`config.mk`:
```
export PLATFORM = sky130hd
export DESIGN_NAME = hazard_unit
export DESIGN_NICKNAME = d
export VERILOG_FILES = /design/src/rtl/hzu_pkg.sv /design/src/rtl/hzu_opnd_select.sv /design/src/rtl/hzu_load_use.sv /design/src/rtl/hzu_flush_ctrl.sv /design/src/rtl/hazard_unit.sv
export SDC_FILE = /design/constraint.sdc
export NUM_CORES = 1
export LEC_CHECK = 0
export ABC_AREA = 1
export BUFFER_PORTS_ARGS = -buffer_cell sky130_fd_sc_hd__buf_4
export CORE_AREA = 2 2 41 43
export DETAILED_ROUTE_END_ITERATION = 16
export DIE_AREA = 0 0 43 45
export PLACE_DENSITY_LB_ADDON = 0.08
export SYNTH_ARGS = -nofsm -noshare
export SYNTH_HDL_FRONTEND = slang
export SYNTH_SLANG_ARGS = --single-unit
```
`constraint.sdc`:
```
create_clock -name vclk -period 1.2
set_input_delay 0.24 -clock vclk [all_inputs]
set_output_delay 0.24 -clock vclk [all_outputs]
set_load 0.02 [all_outputs]
```
`src/rtl/hzu_pkg.sv`:
```
package hzu_pkg;
    parameter int REG_W  = 4;
    parameter int N_SRC  = 2;
    localparam logic [REG_W-1:0] PC_REG = {REG_W{1'b1}};

    typedef logic [REG_W-1:0] reg_idx_t;

    typedef enum logic [1:0] {
        SRC_RF  = 2'd0,
        SRC_WB  = 2'd1,
        SRC_MEM = 2'd2,
        SRC_PC  = 2'd3
    } opnd_src_e;

    typedef struct packed {
        reg_idx_t rd;
        logic     we;
    } wr_port_t;

    typedef struct packed {
        logic hold_f;
        logic hold_d;
        logic flush_d;
        logic flush_e;
        logic flush_m;
    } pipe_ctl_t;

    function automatic logic dest_hits(reg_idx_t src, wr_port_t w);
        return w.we && (w.rd == src) && (src != PC_REG);
    endfunction
endpackage

```
`src/rtl/hzu_opnd_select.sv`:
```
module hzu_opnd_select
    import hzu_pkg::*;
#(
    parameter int NS = N_SRC
) (
    input  reg_idx_t  [NS-1:0] src,
    input  wr_port_t           mem_w,
    input  wr_port_t           wb_w,
    output opnd_src_e [NS-1:0] sel
);
    for (genvar g = 0; g < NS; g++) begin : g_src
        always_comb begin
            if (src[g] == PC_REG)              sel[g] = SRC_PC;
            else if (dest_hits(src[g], mem_w)) sel[g] = SRC_MEM;
            else if (dest_hits(src[g], wb_w))  sel[g] = SRC_WB;
            else                               sel[g] = SRC_RF;
        end
    end
endmodule

```
`src/rtl/hzu_load_use.sv`:
```
module hzu_load_use
    import hzu_pkg::*;
#(
    parameter int NS = N_SRC
) (
    input  reg_idx_t [NS-1:0] dc_src,
    input  wr_port_t          ex_w,
    input  logic              ex_load,
    output logic              hazard
);
    logic [NS-1:0] hit;
    for (genvar g = 0; g < NS; g++) begin : g_cmp
        assign hit[g] = ex_w.we && (ex_w.rd != PC_REG) && (ex_w.rd == dc_src[g]);
    end
    assign hazard = ex_load && (|hit);
endmodule

```
`src/rtl/hzu_flush_ctrl.sv`:
```
module hzu_flush_ctrl
    import hzu_pkg::*;
(
    input  logic      load_use,
    input  logic      redirect,
    output pipe_ctl_t ctl
);
    always_comb begin
        ctl = '0;
        if (redirect) begin
            ctl.flush_d = 1'b1;
            ctl.flush_e = 1'b1;
            ctl.flush_m = 1'b1;
        end else if (load_use) begin
            ctl.hold_f  = 1'b1;
            ctl.hold_d  = 1'b1;
            ctl.flush_e = 1'b1;
        end
    end
endmodule

```
`src/rtl/hazard_unit.sv`:
```
module hazard_unit
    import hzu_pkg::*;
(
    input  logic [3:0] ex_rs1,
    input  logic [3:0] ex_rs2,
    input  logic [3:0] dc_rs1,
    input  logic [3:0] dc_rs2,
    input  logic [3:0] ex_rd,
    input  logic       ex_we,
    input  logic       ex_load,
    input  logic [3:0] mem_rd,
    input  logic       mem_we,
    input  logic [3:0] wb_rd,
    input  logic       wb_we,
    input  logic       bp_miss,
    input  logic       pc_wr,
    output logic [1:0] ex_sel_a,
    output logic [1:0] ex_sel_b,
    output logic       dc_byp_a,
    output logic       dc_byp_b,
    output logic       hold_f,
    output logic       hold_d,
    output logic       flush_d,
    output logic       flush_e,
    output logic       flush_m
);
    reg_idx_t  [N_SRC-1:0] ex_src, dc_src;
    opnd_src_e [N_SRC-1:0] ex_sel;
    wr_port_t              ex_w, mem_w, wb_w;
    logic                  load_use;
    pipe_ctl_t             ctl;

    assign ex_src = {ex_rs2, ex_rs1};
    assign dc_src = {dc_rs2, dc_rs1};
    assign ex_w   = '{rd: ex_rd,  we: ex_we};
    assign mem_w  = '{rd: mem_rd, we: mem_we};
    assign wb_w   = '{rd: wb_rd,  we: wb_we};

    hzu_opnd_select #(.NS(N_SRC)) u_sel (
        .src   (ex_src),
        .mem_w (mem_w),
        .wb_w  (wb_w),
        .sel   (ex_sel)
    );

    hzu_load_use #(.NS(N_SRC)) u_lu (
        .dc_src  (dc_src),
        .ex_w    (ex_w),
        .ex_load (ex_load),
        .hazard  (load_use)
    );

    hzu_flush_ctrl u_fc (
        .load_use (load_use),
        .redirect (bp_miss | pc_wr),
        .ctl      (ctl)
    );

    logic [N_SRC-1:0] dc_byp;
    for (genvar g = 0; g < N_SRC; g++) begin : g_byp
        assign dc_byp[g] = dest_hits(dc_src[g], wb_w);
    end

    assign ex_sel_a = ex_sel[0];
    assign ex_sel_b = ex_sel[1];
    assign dc_byp_a = dc_byp[0];
    assign dc_byp_b = dc_byp[1];
    assign hold_f   = ctl.hold_f;
    assign hold_d   = ctl.hold_d;
    assign flush_d  = ctl.flush_d;
    assign flush_e  = ctl.flush_e;
    assign flush_m  = ctl.flush_m;
endmodule

```
# Word level (Yosys, flattened, before mapping)

Cells that the tools add are included.
W data, S select, Z words.

ROM bits: 0
Input bits: 34
Bits in latches: 0
Register bits: 0
Word-level logic and storage cells: 44
Output and inout bits: 11
RAM bits: 0
Memories: 0

Multipliers: 0
Divide/modulo/power cells: 0
Bitwise gates (word level): 1
Equal/unequal tests: 15
$lt $le $gt $ge: 0
$add $sub $neg: 0
Shifts and indexed selects: 0
Reduce and logical (&&, ||, !) cells: 17
Muxes and demuxes: 11

Operators by type and width:

| kind                 | number |
|---|---|
| $eq A4 B4 Y1         | 8 |
| $ne A4 B4 Y1 const B | 5 |
| $logic_and A1 B1 Y1  | 16 |
| $mux W2              | 6 |
| $eq A4 B4 Y1 const B | 2 |
| $mux W1              | 5 |
| $reduce_or A2 Y1     | 1 |
| $or A1 B1 Y1         | 1 |

# Depth between registers and ports, before layout

Depth after elaboration: 7
Mapped depth: 9

# By module

Synthesis repeated with hierarchy kept, for this count alone.

Cell total of the unflattened synthesis: 166
Area, all modules: 691.9 µm²

Modules (own cells, without submodules):

| module          | times used | seq. area each (µm²) | cells each | area each (µm²) |
|---|---|---|---|---|
| hzu_opnd_select | 1          | 0.0                  | 68         | 294.0 |
| hazard_unit     | 1          | 0.0                  | 46         | 182.7 |
| hzu_load_use    | 1          | 0.0                  | 45         | 177.7 |
| hzu_flush_ctrl  | 1          | 0.0                  | 7          | 37.5 |

# Least setup slack after synthesis

No wires, ideal clock.

Kind: input to output
From: in dc_rs2[0]
To: out hold_f
Arrival time: 1.139 ns
Path slack: -0.179 ns
Stages: 9
Path buffers: 1
Data required time: 0.960 ns
Path through: inv_1 nand2_1 nand2_1 nor2_1 nand2_1 nand2_1 nand2_1 nor2_1 buf_4

Longest elaborated chain between the ends: 6

Ends and longest elaborated chain:

| item                | line                 | text |
|---|---|---|
| start: declaration  | hazard_unit.sv:7     | `input logic [3:0] dc_rs2,` |
| $eq A4 B4 Y1        | hzu_load_use.sv:13   | `assign hit[g] = ex_w.we && (ex_w.rd != PC_REG) && (ex_w.rd == dc_src[g]);` |
| $logic_and A1 B1 Y1 | hzu_load_use.sv:13   |  |
| $reduce_or A2 Y1    | hzu_load_use.sv:15   | `assign hazard = ex_load && (\|hit);` |
| $logic_and A1 B1 Y1 | hzu_load_use.sv:15   |  |
| $mux W2             | hzu_flush_ctrl.sv:14 | `end else if (load_use) begin` |
| $mux W2             | hzu_flush_ctrl.sv:10 | `if (redirect) begin` |
| end: declaration    | hazard_unit.sv:21    | `output logic hold_f,` |

Every way passes these cells.

# Final worst setup path

From: in ex_rs2[2]
To: out ex_sel_b[0]

Longest elaborated chain between the ends: 6
Elaborated cells between the ends (all ways): 11

Ends and longest elaborated chain:

| item                             | line                  | text |
|---|---|---|
| start: declaration               | hazard_unit.sv:5      | `input logic [3:0] ex_rs2,` |
| $eq A4 B4 Y1                     | hzu_pkg.sv:29         | `return w.we && (w.rd == src) && (src != PC_REG);` |
| $logic_and A1 B1 Y1 (2 in a row) | hzu_pkg.sv:29         |  |
| $mux W1                          | hzu_opnd_select.sv:15 | `else if (dest_hits(src[g], wb_w)) sel[g] = SRC_WB;` |
| $mux W2                          | hzu_opnd_select.sv:14 | `else if (dest_hits(src[g], mem_w)) sel[g] = SRC_MEM;` |
| $mux W2 *                        | hzu_opnd_select.sv:13 | `if (src[g] == PC_REG) sel[g] = SRC_PC;` |
| end: declaration                 | hazard_unit.sv:18     | `output logic [1:0] ex_sel_b,` |

Mark *: on every way between the ends. The rest lies on a longest branch, timed or not.

==> results.sh <==
export IMPL_synth_top_family_by_area="simple AND/OR/NAND/NOR gates"
export IMPL_hold_viol_final=0
export IMPL_grt_max_degree=7
export IMPL_vias_per_cell=4.940
export IMPL_arrival_ns=1.05
export IMPL_slew_viol_final=0
export IMPL_firstDrtPassIters=4
export IMPL_synth_area_mux_share_pct=0
export IMPL_fin_nets=220
export IMPL_dp_hpwl_mm=1.645
export IMPL_cp_num_buf_inv=2
export IMPL_dp_cells=199
export IMPL_synth_area_leaders="nand2_1 36%, inv_1 15%, xnor2_1 8.5%"
export IMPL_status="finished with violations"
export IMPL_ys_warn_count=0
export IMPL_path_class="input pin to output port"
export IMPL_fmax_ghz=0.7756
export IMPL_synth_compound_area_share_pct=13.77
export IMPL_design_core_area_um2=1471
export IMPL_critPathSlowestCell="or2_1"
export IMPL_num_antenna_cells=0
export IMPL_io_buffers=45
export IMPL_yosys_area_share_simple_pct=56.28
export IMPL_synth_nets=170
export IMPL_setup_tns_ns=-0.3546
export IMPL_rows=14
export IMPL_antenna_left=0
export IMPL_syn_area_um2=618.1
export IMPL_period_share_pct=107.4
export IMPL_irDropWorstVdd_v=0.0001826
export IMPL_synth_fa_ha_area_share_pct=0
export IMPL_hold_start="bp_miss"
export IMPL_io_pins=45
export IMPL_synthTopCellsByCount="59 x nand2_1, 24 x inv_1, 11 x nor2_1"
export IMPL_place_area_um2=997.2
export IMPL_p_leak_nw=0.6731
export IMPL_grt_pass1_vias=876
export IMPL_grt_usage_pct=21.61
export IMPL_power_density_nw_per_um2=348.4
export IMPL_yosysTopAreaCell="nand2_1"
export IMPL_multi_input_area_um2=558.0
export IMPL_drive_gt1_share_pct=46.20
export IMPL_n_clock_buffer=0
export IMPL_cp_cell_sequence="buf_8 > or2_1 > a21oi_2 > nand2_1 > nand2_1 > nand2_1 > buf_6"
export IMPL_period_minus_slack_ns=1.289
export IMPL_rsz0062_at_grt="true"
export IMPL_seqPwrFrac_pct=0
export IMPL_cp_max_fo=3
export IMPL_final_cell_count_no_fill=200
export IMPL_intPower_w=0.0002127
export IMPL_hp_class="input pin to output port"
export IMPL_post_place_ws_ns=-0.1190
export IMPL_seqCellArea_um2=0
export IMPL_syn2layout_area_growth_pct=89.07
export IMPL_slew_headroom_pct=83.12
export IMPL_cp_common_cell="nand2_1"
export IMPL_antenna_found_initial=0
export IMPL_drc=0
export IMPL_overflow=0
export IMPL_layout_setup_ws_ns=-0.08926
export IMPL_fill_cells=113
export IMPL_gp_congestion=0.8109
export IMPL_ctsHoldBuffers=0
export IMPL_start_kind="input pin"
export IMPL_synth_xor_area_share_pct=8.502
export IMPL_crit_start="ex_rs2[2]"
export IMPL_crit_required_ns=0.96
export IMPL_die_w_um=43
export IMPL_seq_cells=0
export IMPL_setup_violations_final=6
export IMPL_die_h_um=45
export IMPL_yosysSeqAreaShare_pct=0
export IMPL_synth_cell_type_count=19
export IMPL_drt_total_wl_mm=2.186
export IMPL_endpoint_kind="output port"
export IMPL_tightest_slew_ns=0.2506
export IMPL_cp_slowest_stage_delay_ns=0.24
export IMPL_netSwitchingFraction_pct=47.75
export IMPL_detail_route_wl_per_cell_um=10.93
export IMPL_violations="setup timing"
export IMPL_syn_area_per_cell_um2=4.545
export IMPL_synth_top_area_share_pct=35.83
export IMPL_crit_family="simple AND/OR/NAND/NOR gates"
export IMPL_drt_iter0_drc=18
export IMPL_vias=988
export IMPL_synth_most_common_cell="nand2_1"
export IMPL_pwr_share_clk_pct=0
export IMPL_power_switching_w=0.0001944
export IMPL_initial_utilization_pct=42.01
export IMPL_finalInstanceArea_um2=1169
export IMPL_combPwrFrac_pct=100.0
export IMPL_hold_slack_ns=0.7723
export IMPL_maxCapViolCount=0
export IMPL_grt_pass1_wl_mm=3.401
export IMPL_die_area_um2=1935
export IMPL_netlist_instances=136
## tightest hold or removal path: stages
cell     delay, ns
buf_4         0.07
nor2_1        0.05
nand2_2       0.06
buf_6         0.11
## stage by stage
step	util, %	power (W)
finish	79.42	0.0004071
detailed placement	67.77	0.0003336
floorplan	-	0.0001639
global route	79.42	0.0004436
global placement	67.77	0.0003258
CTS	73.98	0.0003665
## worst paths after layout
kind	cells past startpoint	end	slack (ns)
max	7	ex_sel_b[0]	-0.09
min	4	flush_e	0.77
## per-layer routing
layer	part of all wire (%)	up-vias	GRT usage, %
li1	-	513	-
met3	8.4	4	1.200
met4	1.7	0	2.424
met2	50	44	41.52
met5	0	-	0
met1	40	427	27.54
## final cells by class
type,count,share of cell area [%]
Inverter,27,9.101
Timing Repair Buffer,52,41.43
Tap cell,16,1.713
Multi-Input combinational cell,105,47.75
## power by group through the flow
stage	Clock, W	Sequential [W]	Combinational [W]
finish	0	0	0.000407
global route	0	0	0.000444
CTS	0	0	0.000366
detailed placement	0	0	0.000334
global placement	0	0	0.000326
floorplan	0	0	0.000164
## cell families (layout without fill, tap and decap cells)
family | count (synthesis) | in the layout
AOI/OAI and AO/OA | 15 | 15
xor gates and xnor gates | 6 | 6
buffers and inverters | 31 | 79
and+or+nand+nor | 84 | 84
## repair_timing
item,in CTS,in global routing
buffers inserted,1,0
pin swaps,14,12
endpoints found under the setup margin,8,9
gates resized for setup,28,28
## layout by cell type, fill, tap and decap left out, types with 2 or more instances in the layout
cell,netlist,layout
o211ai_1,2,2
a21oi_1,6,5
nand3_1,3,3
xnor2_2,0,3
nand4_1,5,5
o21ai_0,5,5
inv_1,24,13
nand2_1,59,48
buf_6,1,17
inv_4,0,2
buf_4,2,31
a21oi_2,1,2
nor2_1,11,10
inv_2,3,12
xnor2_1,6,3
nand2_2,0,11
buf_8,0,4
nand3b_1,2,2
No activity file was read; power rests on OpenSTA's default activity.
